### src/rtl/dra_pkg.sv
package dra_pkg;
    localparam int RATIO_W  = 5;
    localparam int TX_LSB   = 0;
    localparam int RX_LSB   = 8;

    typedef enum logic {
        GRP_HI = 1'b0,
        GRP_LO = 1'b1
    } grp_e;
endpackage

### src/rtl/rr_pick.sv
module rr_pick #(
    parameter int N = 4,
    localparam int IW = (N > 1) ? $clog2(N) : 1
) (
    input  logic [N-1:0]  req,
    input  logic [IW-1:0] ptr,
    output logic          found,
    output logic [IW-1:0] idx
);
    always_comb begin
        found = 1'b0;
        idx   = '0;
        for (int k = 0; k < N; k++) begin
            if (!found && req[(int'(ptr) + k) % N]) begin
                found = 1'b1;
                idx   = IW'((int'(ptr) + k) % N);
            end
        end
    end
endmodule

### src/rtl/ratio_arb.sv
module ratio_arb
    import dra_pkg::*;
#(
    parameter int NUM_HI = 4,
    parameter int NUM_LO = 4
) (
    input  logic               clk,
    input  logic               rst_n,
    input  logic [RATIO_W-1:0] ratio,
    input  logic [NUM_HI-1:0]  hi_req,
    input  logic [NUM_LO-1:0]  lo_req,
    input  logic               done,
    output logic [NUM_HI-1:0]  hi_gnt,
    output logic [NUM_LO-1:0]  lo_gnt
);
    localparam int HW = (NUM_HI > 1) ? $clog2(NUM_HI) : 1;
    localparam int LW = (NUM_LO > 1) ? $clog2(NUM_LO) : 1;

    typedef struct packed {
        logic               busy;
        grp_e               grp;
        logic [HW-1:0]      hptr;
        logic [LW-1:0]      lptr;
        logic [NUM_HI-1:0]  hgnt;
        logic [NUM_LO-1:0]  lgnt;
        logic [RATIO_W-1:0] hcnt;
    } st_t;

    st_t s_d, s_q;

    logic          h_found, l_found;
    logic [HW-1:0] h_idx;
    logic [LW-1:0] l_idx;

    rr_pick #(.N(NUM_HI)) u_hi_pick (
        .req   (hi_req),
        .ptr   (s_q.hptr),
        .found (h_found),
        .idx   (h_idx)
    );

    rr_pick #(.N(NUM_LO)) u_lo_pick (
        .req   (lo_req),
        .ptr   (s_q.lptr),
        .found (l_found),
        .idx   (l_idx)
    );

    logic [RATIO_W-1:0] eff_d;
    logic [RATIO_W-1:0] hc_d;
    logic               decide_d;
    logic               take_hi_d;

    always_comb begin
        s_d      = s_q;
        eff_d    = (ratio == '0) ? RATIO_W'(1) : ratio;
        hc_d     = s_q.hcnt;
        if (s_q.busy && done && s_q.grp == GRP_HI) begin
            hc_d = (hc_d >= eff_d) ? eff_d : hc_d + 1'b1;
        end
        decide_d  = !s_q.busy || done;
        take_hi_d = h_found && (!l_found || hc_d < eff_d);
        s_d.hcnt  = hc_d;
        if (decide_d) begin
            s_d.busy = 1'b0;
            s_d.hgnt = '0;
            s_d.lgnt = '0;
            if (take_hi_d) begin
                s_d.busy = 1'b1;
                s_d.grp  = GRP_HI;
                s_d.hgnt = NUM_HI'(1) << h_idx;
                s_d.hptr = (int'(h_idx) == NUM_HI - 1) ? '0 : h_idx + 1'b1;
            end else if (l_found) begin
                s_d.busy = 1'b1;
                s_d.grp  = GRP_LO;
                s_d.lgnt = NUM_LO'(1) << l_idx;
                s_d.lptr = (int'(l_idx) == NUM_LO - 1) ? '0 : l_idx + 1'b1;
                s_d.hcnt = '0;
            end
        end
    end

    always_ff @(posedge clk or negedge rst_n) begin
        if (!rst_n) begin
            s_q <= '0;
        end else begin
            s_q <= s_d;
        end
    end

    assign hi_gnt = s_q.hgnt;
    assign lo_gnt = s_q.lgnt;


    gnt_onehot_chk: assert property (@(posedge clk) disable iff (!rst_n)
        $onehot0({hi_gnt, lo_gnt}));


    gnt_hold_chk: assert property (@(posedge clk) disable iff (!rst_n)
        (|{hi_gnt, lo_gnt} && !done) |=> ($stable(hi_gnt) && $stable(lo_gnt)));


    no_idle_chk: assert property (@(posedge clk) disable iff (!rst_n)
        ((|{hi_req, lo_req}) && (!(|{hi_gnt, lo_gnt}) || done)) |=> (|{hi_gnt, lo_gnt}));


    gnt_to_req_chk: assert property (@(posedge clk) disable iff (!rst_n)
        ((!(|{hi_gnt, lo_gnt}) || done) && (|{hi_req, lo_req}))
        |=> ((({hi_gnt, lo_gnt} & $past({hi_req, lo_req})) != '0)));


    reset_idle_chk: assert property (@(posedge clk)
        !rst_n |-> (s_q.hcnt == '0 && hi_gnt == '0 && lo_gnt == '0));
endmodule

### src/rtl/dma_ratio_arb.sv
module dma_ratio_arb
    import dra_pkg::*;
#(
    parameter int NUM_HI = 4,
    parameter int NUM_LO = 4
) (
    input  logic              clk,
    input  logic              rst_n,
    input  logic [31:0]       cfg_word,
    input  logic [NUM_HI-1:0] tx_hi_req,
    input  logic [NUM_LO-1:0] tx_lo_req,
    input  logic              tx_done,
    input  logic [NUM_HI-1:0] rx_hi_req,
    input  logic [NUM_LO-1:0] rx_lo_req,
    input  logic              rx_done,
    output logic [NUM_HI-1:0] tx_hi_gnt,
    output logic [NUM_LO-1:0] tx_lo_gnt,
    output logic [NUM_HI-1:0] rx_hi_gnt,
    output logic [NUM_LO-1:0] rx_lo_gnt
);
    logic [RATIO_W-1:0] tx_ratio;
    logic [RATIO_W-1:0] rx_ratio;

    assign tx_ratio = cfg_word[TX_LSB +: RATIO_W];
    assign rx_ratio = cfg_word[RX_LSB +: RATIO_W];

    ratio_arb #(.NUM_HI(NUM_HI), .NUM_LO(NUM_LO)) u_tx (
        .clk    (clk),
        .rst_n  (rst_n),
        .ratio  (tx_ratio),
        .hi_req (tx_hi_req),
        .lo_req (tx_lo_req),
        .done   (tx_done),
        .hi_gnt (tx_hi_gnt),
        .lo_gnt (tx_lo_gnt)
    );

    ratio_arb #(.NUM_HI(NUM_HI), .NUM_LO(NUM_LO)) u_rx (
        .clk    (clk),
        .rst_n  (rst_n),
        .ratio  (rx_ratio),
        .hi_req (rx_hi_req),
        .lo_req (rx_lo_req),
        .done   (rx_done),
        .hi_gnt (rx_hi_gnt),
        .lo_gnt (rx_lo_gnt)
    );
endmodule

### config.mk
export PLATFORM = sky130hd
export DESIGN_NAME = dma_ratio_arb
export DESIGN_NICKNAME = d
export VERILOG_FILES = /design/src/rtl/dra_pkg.sv /design/src/rtl/rr_pick.sv /design/src/rtl/ratio_arb.sv /design/src/rtl/dma_ratio_arb.sv
export SDC_FILE = /design/constraint.sdc
export NUM_CORES = 1
export LEC_CHECK = 0
export CORE_UTILIZATION = 45
export CTS_BUF_LIST = sky130_fd_sc_hd__clkbuf_16
export DETAILED_ROUTE_END_ITERATION = 12
export DONT_BUFFER_PORTS = 1
export PLACE_DENSITY = 0.61
export SYNTH_ARGS = -nofsm -noshare
export SYNTH_HDL_FRONTEND = slang
export SYNTH_HIERARCHICAL = 1
export SYNTH_SLANG_ARGS = --single-unit
### constraint.sdc
create_clock -name clk -period 3.02 [get_ports clk]
set_clock_uncertainty 0.15 [all_clocks]
set_input_delay 0.604 -clock clk [delete_from_list [all_inputs] [get_ports clk]]
set_output_delay 0.604 -clock clk [all_outputs]
set_load 0.005 [all_outputs]
==> summary.md, run 1 <==
| Metric | Value |
|---|---|
| Hpwl dp | 6610 um |
| Final Cell Area | 4350 sq um |
| Crit Path Category | input port to flip-flop |
| Fraction of layout cells with a size suffix above 1 | 0.325 |
| Pwr dens | 1020 nW/um^2 |
| Clk pin slew, worst setup/hold paths | 60 ps |
| Die width | 89.2 um |
| Post-synthesis cell count | 396 |
| Peak VDD IR | 0.000360 V |
| Clock buffer depth | 2 |
| Fin cells | 542 |
| Fmax | 305 MHz |
| Worst-path fanout max | 7 |
| Row count | 31 |
| Synthesized cell area | 3420 sq um |
| CP Capture Type | flip-flop |
| Antenna Cells | 0 |
| Worst-margin pin slew | 796 ps |
| Vias per cell | 5.83 |
| CP Launch Type | input port |
| Num Clock Sinks | 38 |
| Reg2reg end | u_rx/s_q[14] |
| Synth Flop Type | dfrtp_1 |
| Area growth syn-to-layout | 27.2% |
| Met3 usage | 0.0563 |
| Hold slack | 15.4 ps |
| Final WS setup | -255 ps |
| Yosys cell types | 45 |
| Residual DRC | 0 |
| Global route overflow | 0 |
| Initial Util | 0.469 |
| Post-route minimum period | 3270 ps |
| Final period util | 1.08 |
| Vias in the first global route | 3046 |
| Root Buffer | clkbuf_16 |
| GR peak layer | met2 |
| Async S/R FF share, synth | 1.00 |
| RSZ-0062 raised after global routing | yes |
| Dpl cell area | 3950 sq um |
| Failing checks | negative setup slack |
| Mean post-synth cell area | 8.64 sq um |
| Placed cell count | 518 |
| Slew headroom | 0.469 |
| # nets final | 530 |
| Yosys reg bits | 38 |
| Setup violators final | 36 |
| Overall global routing resource usage | 0.236 |
| Drt pass-1 iters | 4 |
| Met1 usage | 0.322 |
| WP data required | 3020 ps |
| Largest net degree at the start of global routing | 39 |
| Pleak | 1.96 nW |
| Htree depth | 2 |
| Min-delay worst type | input port to async pin |
| Status | complete, but fails checks |
| First-pass GRT wire length | 14300 um |
| Iteration-0 DRC Markers | 110 |
| Final WL | 9090 um |
| Final hold vios | 0 |
| Top-Level Pins | 68 |
| Die ar. | 7950 sq um |
| Synth Warn # | 6 |
| Setup slack, reg-to-reg | -40 ps |
| Post-synthesis sequential area ratio | 0.278 |
| Syn_nets | 484 |
| Number of routed nets with antenna violations | 0 |
| Initial antenna violation count | 0 |
| Post-synth EDFFs | 0 |
| Detailed-route via count | 3162 |
| Worst-skew pair later-pin latency | 290 ps |
| Placer Congestion | 0.797 |
| CTS tree | done |
| Worst Reg-to-Reg Cells | 13 |
| Die Y | 89.2 um |
| Wire length per cell | 16.8 um |
| Crit path DAT | 3280 ps |
| IO buf count | 0 |
| Final-report max-slew violation count | 0 |
| Worst r2r src | u_rx/s_q[2] |
| Max-cap viol count | 0 |
| Core area | 7290 sq um |
| CTS buffer count | 5 |
| GR Layer Usage met2 | 0.382 |
## report_power, final
group	internal, mW	switching [mW]
Sequential	0.734	0.235
Clock	0.306	0.228
Combinational	1.47	1.46
Total	2.51	1.92
## cells in the final DEF (no fill, tap or decap), drive strengths merged, types with 4 or more instances in the layout
cell type	instances
nand2b	8
dfrtp	38
and3	6
a221o	4
a221oi	10
ha	36
o221ai	4
inv	48
nand2	18
o21ai	16
or3	8
a21oi	26
buf	63
and2	6
nand3	48
nand4	4
o211ai	10
nor3	6
nor4	6
a21o	8
nor2	14
mux2i	4
or2	4
clkbuf	5
a32o	8
a32oi	14
## layout make-up
cell class | count | area [sq um]
Clock buffer | 5 | 125
Clock inverter | 3 | 21.3
Fill cell | 672 | 2940
Inverter | 48 | 180
Multi-Input combinational cell | 286 | 2430
Sequential cell | 38 | 951
Tap cell | 99 | 124
Timing Repair Buffer | 63 | 517
## cell usage after synthesis (6+ instances only)
library cell	n	area (sq um)
nand3_1	48	240
inv_1	44	165
dfrtp_1	38	951
ha_1	36	450
a21oi_1	26	130
buf_4	18	135
nand2_1	18	67.6
a32oi_1	14	123
o21ai_0	14	70.1
a221oi_1	10	87.6
nor2_1	10	37.5
a32o_1	8	80.1
nand2b_1	8	50.1
o211ai_1	8	60.1
or3_1	8	50.1
and2_1	6	37.5
nor3_1	6	30.0
## per-layer routing
layer / vias up / wire length [um]
met5: - / 0
met4: 0 / 78
met3: 8 / 406
met2: 54 / 4300
met1: 1543 / 4310
li1: 1557 / -
## registers in the layout, summed over array words and instances (netlist names)
signal       flops
u_tx/s_q        11
u_rx/s_q        11
u_rx/lo_gnt      4
u_tx/lo_gnt      4
u_tx/hi_gnt      4
u_rx/hi_gnt      4
## critical path: stages
cell	delay [ps]
nor4_4	320
or2_4	200
ha_4	120
nand2b_4	120
a31oi_4	100
o21ai_4	260
mux2i_2	280
nor2_1	80
ha_1	290
nand4_1	110
nand3_2	120
or2_4	310
a221oi_2	230
o211ai_1	120
## stage by stage
step / util / power [mW] / setup slack (ps) / setup TNS (ps)
after CTS: 0.585 / 4.31 / -224 / -6330
after global routing: 0.597 / 4.79 / -401 / -12950
after global placement: 0.542 / 3.49 / -527 / -17210
final: 0.597 / 4.43 / -255 / -7170
after detailed placement: 0.542 / 3.56 / -560 / -17770
after floorplan: - / 2.79 / -295 / -8670
## logic make-up after synthesis
kind of cell / synth area share
compound gates: 0.250
fa+ha+maj: 0.132
buf+inv: 0.108
flops: 0.278
mux: 0.0117
simple gates: 0.221
## worst max-delay path by stage
stage	from	end	slack, ps	cells after the start
final	cfg_word[2]	u_tx/s_q[14]	-250	14
after global routing	cfg_word[2]	u_tx/lo_gnt[3]	-400	14
after CTS	cfg_word[3]	u_tx/s_q[14]	-220	14
after detailed placement	cfg_word[2]	u_tx/s_q[14]	-560	14
after global placement	cfg_word[2]	u_tx/s_q[14]	-530	14
after floorplan	cfg_word[10]	u_rx/s_q[13]	-290	14
## what timing repair did
action,4_1_cts,5_1_grt
gates resized for setup,19,11
pin swaps,27,23
endpoints found under the setup margin,36,36
endpoints found under the hold margin,38,0
hold buffers,1,0
setup buffers,10,5
Power figures use the tool's default switching activity.
==> run 2, diff against run 1 <==
--- a/config.mk
+++ b/config.mk
@@ -5,6 +5,7 @@
 export SDC_FILE = /design/constraint.sdc
 export NUM_CORES = 1
 export LEC_CHECK = 0
+export CORE_MARGIN = 2
 export CORE_UTILIZATION = 45
 export CTS_BUF_LIST = sky130_fd_sc_hd__clkbuf_16
 export DETAILED_ROUTE_END_ITERATION = 12
==> summary.md, run 2 (synthesized netlist as in run 1, its figures left out) <==
| Metric | Value |
|---|---|
| Root Buffer | clkbuf_16 |
| Overall global routing resource usage | 0.218 (-0.0177) |
| Detailed-route via count | 3169 (+0.22%) |
| WP data required | 3080 ps (+60 ps) |
| Htree depth | 2 (unchanged) |
| Row count | 31 (unchanged) |
| Drt pass-1 iters | 4 (unchanged) |
| IO buf count | 0 (unchanged) |
| Top-Level Pins | 68 (unchanged) |
| RSZ-0062 raised after global routing | yes |
| Final hold vios | 0 (unchanged) |
| Final core occ | 0.592 (-0.00463) |
| Peak VDD IR | 0.000511 V (+42%) |
| Tot Pwr | 4.38 mW (-1.2%) |
| Initial antenna violation count | 0 (unchanged) |
| Placer Congestion | 0.840 (+5.4%) |
| Pleak | 1.95 nW (-0.60%) |
| CTS buffer count | 5 (unchanged) |
| Max stage delay on crit path | 310 ps (about the same) |
| Global route overflow | 0 (unchanged) |
| Vias per cell | 5.88 (+0.78%) |
| Die width | 91.2 um (+2.2%) |
| Slowest CP cell | mux2i_2 |
| Iteration-0 DRC Markers | 137 (+25%) |
| Final Cell Area | 4320 sq um (-0.78%) |
| Pwr dens | 1010 nW/um^2 (-0.38%) |
| Crit Path Category | input port to flip-flop |
| Antenna Cells | 0 (unchanged) |
| Setup violators final | 36 (unchanged) |
| Hpwl dp | 6540 um (-1.1%) |
| Fmax | 302 MHz (-1.1%) |
| Final-report max-slew violation count | 0 (unchanged) |
| Pre-CTS WS | -505 ps (+55.2 ps) |
| Die Y | 91.2 um (+2.2%) |
| Residual DRC | 0 (unchanged) |
| # nets final | 527 (-0.57%) |
| Status | complete, but fails checks |
| Hold slack | 19.9 ps (+4.52 ps) |
| Cell family with most CP delay | compound AO/OA/AOI/OAI gates |
| CP Launch Type | input port |
| Post-route minimum period | 3310 ps (+38.0 ps) |
| Worst-margin pin slew | 784 ps (-11.3 ps) |
| Area growth syn-to-layout | 26.2% |
| Worst-skew pair later-pin latency | 280 ps (about the same) |
| Failing checks | negative setup slack |
| Most common cell after layout, fill and taps aside | buf_4 |
| Number of routed nets with antenna violations | 0 (unchanged) |
| Slew headroom | 0.476 (+0.00752) |
| Placed cell count | 523 (+0.97%) |
| Core area | 7290 sq um (unchanged) |
| First-pass GRT wire length | 15000 um (+4.5%) |
| Vias in the first global route | 3125 (+2.6%) |
| Worst Path Buf+Inv | 1 (+1) |
| Fin cells | 539 (-0.55%) |
| Largest net degree at the start of global routing | 39 (unchanged) |
| Crit-path cells | nor4_4 -> or2_4 -> ha_4 -> nand2b_4 -> a31oi_4 -> o21ai_4 -> mux2i_2 -> nor2_1 -> ha_1 -> nand4_1 -> a21o_4 -> o211ai_4 -> buf_12 -> a32o_1 |
| Max-cap viol count | 0 (unchanged) |
| Num Clock Sinks | 38 (unchanged) |
| Fin Setup TNS | -8740 ps (-1570 ps) |
| Die ar. | 8310 sq um (+4.5%) |
| CP Capture Type | flip-flop |
| Crit path DAT | 3370 ps (+90 ps) |
| Clk pin slew, worst setup/hold paths | 60 ps (about the same) |
| Dpl cell area | 4000 sq um (+1.3%) |
| Most frequent cells in the layout | buf_4 (56), inv_1 (44), nand3_1 (40), dfrtp_1 (38), ha_1 (31) |
| Wire length per cell | 16.4 um (-2.2%) |
| Final WL | 8840 um (-2.7%) |
| CTS tree | done |
| Initial Util | 0.469 (unchanged) |
| Fraction of layout cells with a size suffix above 1 | 0.305 (-0.0205) |
| Biggest registers after layout | u_rx/s_q: 11 flops, u_tx/s_q: 11 flops |
| Final period util | 1.10 (+0.0126) |
| Min-delay worst type | input port to async pin |
| Clock buffer depth | 2 (unchanged) |
| Final WS setup | -293 ps (-38.0 ps) |
| Worst-path fanout max | 10 (+3) |
[run 2: changes by cell type in the layout (fill, tap and decap cells not counted), moves of 2 or more]
cell / before / now
o2111ai_1: 0 / 2
o21ai_0: 6 / 8
buf_6: 5 / 1
nand3_2: 12 / 8
o2111ai_2: 2 / 0
nand3_1: 36 / 40
[run 2: final cells by class]
type                       count  area [sq um]
tap                           99           124
multi-input combinational    286          2410
fill                         657          2970
inverter                      48           180
clock buffer                   5           125
clock inverter                 3          40.0
timing repair buffer          60           492
sequential                    38           951
[run 2: repair_timing]
item	4_1_cts	5_1_grt
setup buffers	3	4
hold endpoints to repair	38	0
setup endpoints to repair	36	36
hold buffers	1	0
gates resized for setup	0	18
pin swaps	6	18
[run 2: worst paths after layout]
path / startpoint / endpoint / slack (ps) / cells after the start
hold / removal: rst_n / u_rx/lo_gnt[0] / 20 / 1
setup / recovery: cfg_word[11] / u_rx/lo_gnt[3] / -290 / 14
hold reg to reg: u_rx/s_q[17] / u_rx/s_q[17] / 360 / 1
max in group asynchronous: rst_n / u_tx/s_q[18] / 2510 / 1
min in group clk: u_rx/s_q[17] / u_rx/s_q[17] / 360 / 1
setup reg to reg: u_rx/s_q[2] / u_rx/lo_gnt[3] / -80 / 12
[run 2: power breakdown]
group	internal, mW	switching, mW	total, mW
Sequential	0.734	0.220	0.954
Combinational	1.42	1.41	2.83
Clock	0.387	0.208	0.595
[run 2: worst register-to-register path, delay by kind of cell (launching register included)]
kind	cells	cell delay, ps
adders and majority gates	2	610
muxes	1	310
AOI/OAI and AO/OA	5	1000
buffers and inverters	2	270
DFF	1	390
and+or+nand+nor	2	300
[run 2: metal layers]
layer	up-vias	GRT usage	wire length (um)
met1	1541	0.308	4210
li1	1558	-	-
met2	68	0.338	4050
met5	-	0	0
met3	2	0.0581	552
met4	0	0.0442	31
==> run 3, diff against run 2 <==
--- a/config.mk
+++ b/config.mk
@@ -5,9 +5,10 @@
 export SDC_FILE = /design/constraint.sdc
 export NUM_CORES = 1
 export LEC_CHECK = 0
+export ABC_AREA = 1
 export CORE_MARGIN = 2
 export CORE_UTILIZATION = 45
-export CTS_BUF_LIST = sky130_fd_sc_hd__clkbuf_16
+export CTS_BUF_LIST = sky130_fd_sc_hd__clkbuf_2
 export DETAILED_ROUTE_END_ITERATION = 12
 export DONT_BUFFER_PORTS = 1
 export PLACE_DENSITY = 0.61
==> summary.md, run 3 <==
| Metric | Value |
|---|---|
| Worst-skew pair later-pin latency | 390 ps (+110 ps) |
| Clk pin slew, worst setup/hold paths | 220 ps (+160 ps) |
| Overall global routing resource usage | 0.171 (-0.0478) |
| Final period util | 0.967 (-0.130) |
| Most frequent cells in the layout | nand2_1 (167), inv_1 (70), nand2_2 (53), buf_4 (46), dfrtp_1 (37) |
| Crit path DAT | 3080 ps (-290 ps) |
| Wire length per cell | 11.7 um (-28%) |
| CP Capture Type | flip-flop |
| Area growth syn-to-layout | 16.5% |
| Initial Util | 0.456 (-0.0128) |
| Root Buffer | clkbuf_2 |
| Num Clock Sinks | 38 (unchanged) |
| Worst-path fanout max | 8 (-2) |
| Die ar. | 10000 sq um (+21%) |
| Fmax | 342 MHz (+13%) |
| Final hold vios | 0 (unchanged) |
| Most common cell after layout, fill and taps aside | nand2_1 |
| Crit Path Category | input port to flip-flop |
| Number of routed nets with antenna violations | 0 (unchanged) |
| Top-Level Pins | 68 (unchanged) |
| Mean post-synth cell area | 7.14 sq um (-17%) |
| Count leader, synth | nand2_1 |
| Drt pass-1 iters | 4 (unchanged) |
| Slew headroom | 0.575 (+0.0989) |
| Final-report max-slew violation count | 0 (unchanged) |
| CP Launch Type | input port |
| WP data required | 3180 ps (+100 ps) |
| Slowest CP cell | ha_1 |
| Tot Pwr | 5.64 mW (+29%) |
| Initial antenna violation count | 0 (unchanged) |
| Post-route minimum period | 2920 ps (-392 ps) |
| Critical Path Most Common Cell | inv_1 |
| Fin Setup TNS | 0 ps (+8740 ps) |
| Synth Flop Type | dfrtp_1 |
| Async S/R FF share, synth | 1.00 (unchanged) |
| Post-synthesis cell count | 582 (+47%) |
| Setup slack, reg-to-reg | 110 ps (+190 ps) |
| Largest net degree at the start of global routing | 39 (unchanged) |
| CTS buffer count | 5 (unchanged) |
| CTS tree | done |
| Max-cap viol count | 0 (unchanged) |
| # nets final | 702 (+33%) |
| Global route overflow | 0 (unchanged) |
| Post-synth EDFFs | 0 (unchanged) |
| Yosys reg bits | 38 (unchanged) |
| First-pass GRT wire length | 14400 um (-4.1%) |
| Yosys cell types | 27 (-40%) |
| Htree depth | 2 (unchanged) |
| RSZ-0062 raised after global routing | yes |
| Worst-margin pin slew | 635 ps (-149 ps) |
| Peak VDD IR | 0.000537 V (+4.9%) |
| Vias in the first global route | 3390 (+8.5%) |
| Vias per cell | 4.93 (-16%) |
| Syn_nets | 670 (+38%) |
| Detailed-route via count | 3576 (+13%) |
| Iteration-0 DRC Markers | 107 (-22%) |
| Biggest registers after layout | u_rx/s_q: 11 flops, u_tx/s_q: 11 flops |
| Die Y | 100 um (+9.8%) |
| Synthesized cell area | 4160 sq um (+22%) |
| Pleak | 2.58 nW (+32%) |
| Hpwl dp | 6770 um (+3.6%) |
| Final WL | 8520 um (-3.6%) |
| Pwr dens | 1170 nW/um^2 (+15%) |
| IO buf count | 0 (unchanged) |
| Row count | 35 (+13%) |
| Crit-path cells | nor2_4 -> a31oi_4 -> inv_1 -> ha_1 -> inv_1 -> nand2_1 -> nand2_2 -> nand3_4 -> nand2_1 -> nand3_1 -> o21ai_0 -> inv_1 -> ha_1 -> a21oi_2 -> nor2_1 -> a211oi_2 -> nand2_2 -> nand2_4 -> nand2_8 -> buf_12 -> a21boi_2 |
| Share of the synthesized area in the top cell type | 0.229 (-0.0492) |
| Filler Cell Count | 899 (+37%) |
| Max stage delay on crit path | 270 ps (-40 ps) |
| Die width | 100 um (+9.8%) |
| Antenna Cells | 0 (unchanged) |
| Setup violators final | 0 (-100%) |
| Top cells by count, synth | nand2_1 (170), inv_1 (72), nand2_2 (50) |
| Min-delay worst type | input port to flip-flop |
| Synth top area cells | dfrtp_1 (23%), nand2_1 (15%), ha_1 (11%) |
| Synth Warn # | 6 (unchanged) |
| Core area | 9110 sq um (+25%) |
| Status | finished, final reports clean |
| Yosys top cell by area | dfrtp_1 |
| Post-synthesis sequential area ratio | 0.229 (-0.0492) |
| Placer Congestion | 0.883 (+5.0%) |
| Residual DRC | 0 (unchanged) |
| Clock buffer depth | 2 (unchanged) |
| Fraction of layout cells with a size suffix above 1 | 0.354 (+0.0499) |
## run 3: area by class of cell
type / instances / area, sq um / share of cell area
inverters: 86 / 323 / 0.0667
clock inverters: 3 / 68.8 / 0.0142
clock buffers: 5 / 25.0 / 0.00517
well taps: 111 / 139 / 0.0287
multi-input cells: 432 / 2900 / 0.599
flip-flops and latches: 38 / 952 / 0.197
repair buffers: 51 / 435 / 0.0899
## run 3: kinds of logic (layout without fill, tap and decap cells)
group / after synthesis / in the layout / share of synthesized area
AND/OR/NAND/NOR: 344 / 344 / 0.455
buffers and inverters: 112 / 145 / 0.128
AO/OA/AOI/OAI: 46 / 46 / 0.0674
flip-flops: 38 / 38 / 0.229
adder cells (fa/ha/maj): 36 / 36 / 0.108
XOR/XNOR: 6 / 6 / 0.0126
## run 3: critical path, delay by kind of cell
family | cells | cell delay (ps)
compound gates | 5 | 820
fa+ha+maj | 2 | 470
buf+inv | 4 | 370
simple gates | 10 | 820
## run 3: power by group
part	internal (mW)	leakage, nW	switching [mW]
clock network	0.224	0.0532	0.179
logic	1.81	2.04	2.39
registers	0.725	0.480	0.313
## run 3: worst paths after layout
| check | start | to | cells after the start |
|---|---|---|---|
| max | cfg_word[12] | u_rx/s_q[0] | 21 |
| min | tx_done | u_tx/hi_gnt[0] | 3 |
| max reg2reg | u_rx/s_q[4] | u_rx/s_q[0] | 16 |
| min reg2reg | u_rx/hi_gnt[2] | u_rx/hi_gnt[2] | 2 |
| max in group asynchronous | rst_n | u_rx/s_q[4] | 2 |
| min in group asynchronous | rst_n | u_tx/hi_gnt[0] | 2 |
## run 3: through the flow
| stage | worst slack, ps | instances | cell area, sq um | utilization | hold WS, ps |
|---|---|---|---|---|---|
| after floorplan | -122 | 582 | 4230 | - | 158 |
| after global placement | -306 | 707 | 4490 | 0.493 | 160 |
| after detailed placement | -372 | 707 | 4490 | 0.493 | 160 |
| after CTS | 11.4 | 717 | 4620 | 0.507 | 294 |
| after global routing | -76.8 | 726 | 4840 | 0.532 | 319 |
| final | 99.3 | 726 | 4840 | 0.532 | 319 |
## run 3: repair_timing
action                     in CTS  in global routing
setup endpoints to repair       0                 36
hold buffers                    2                  0
gates resized for setup         0                 28
hold endpoints to repair       38                  0
buffers inserted                0                  9
## run 3: layer usage
layer | global-route usage | part of all wire | up-vias
met5 | 0 | 0 | -
met4 | 0.0390 | 0.013 | 0
met3 | 0.0320 | 0.027 | 8
met2 | 0.308 | 0.51 | 37
met1 | 0.211 | 0.45 | 1632
li1 | - | - | 1899
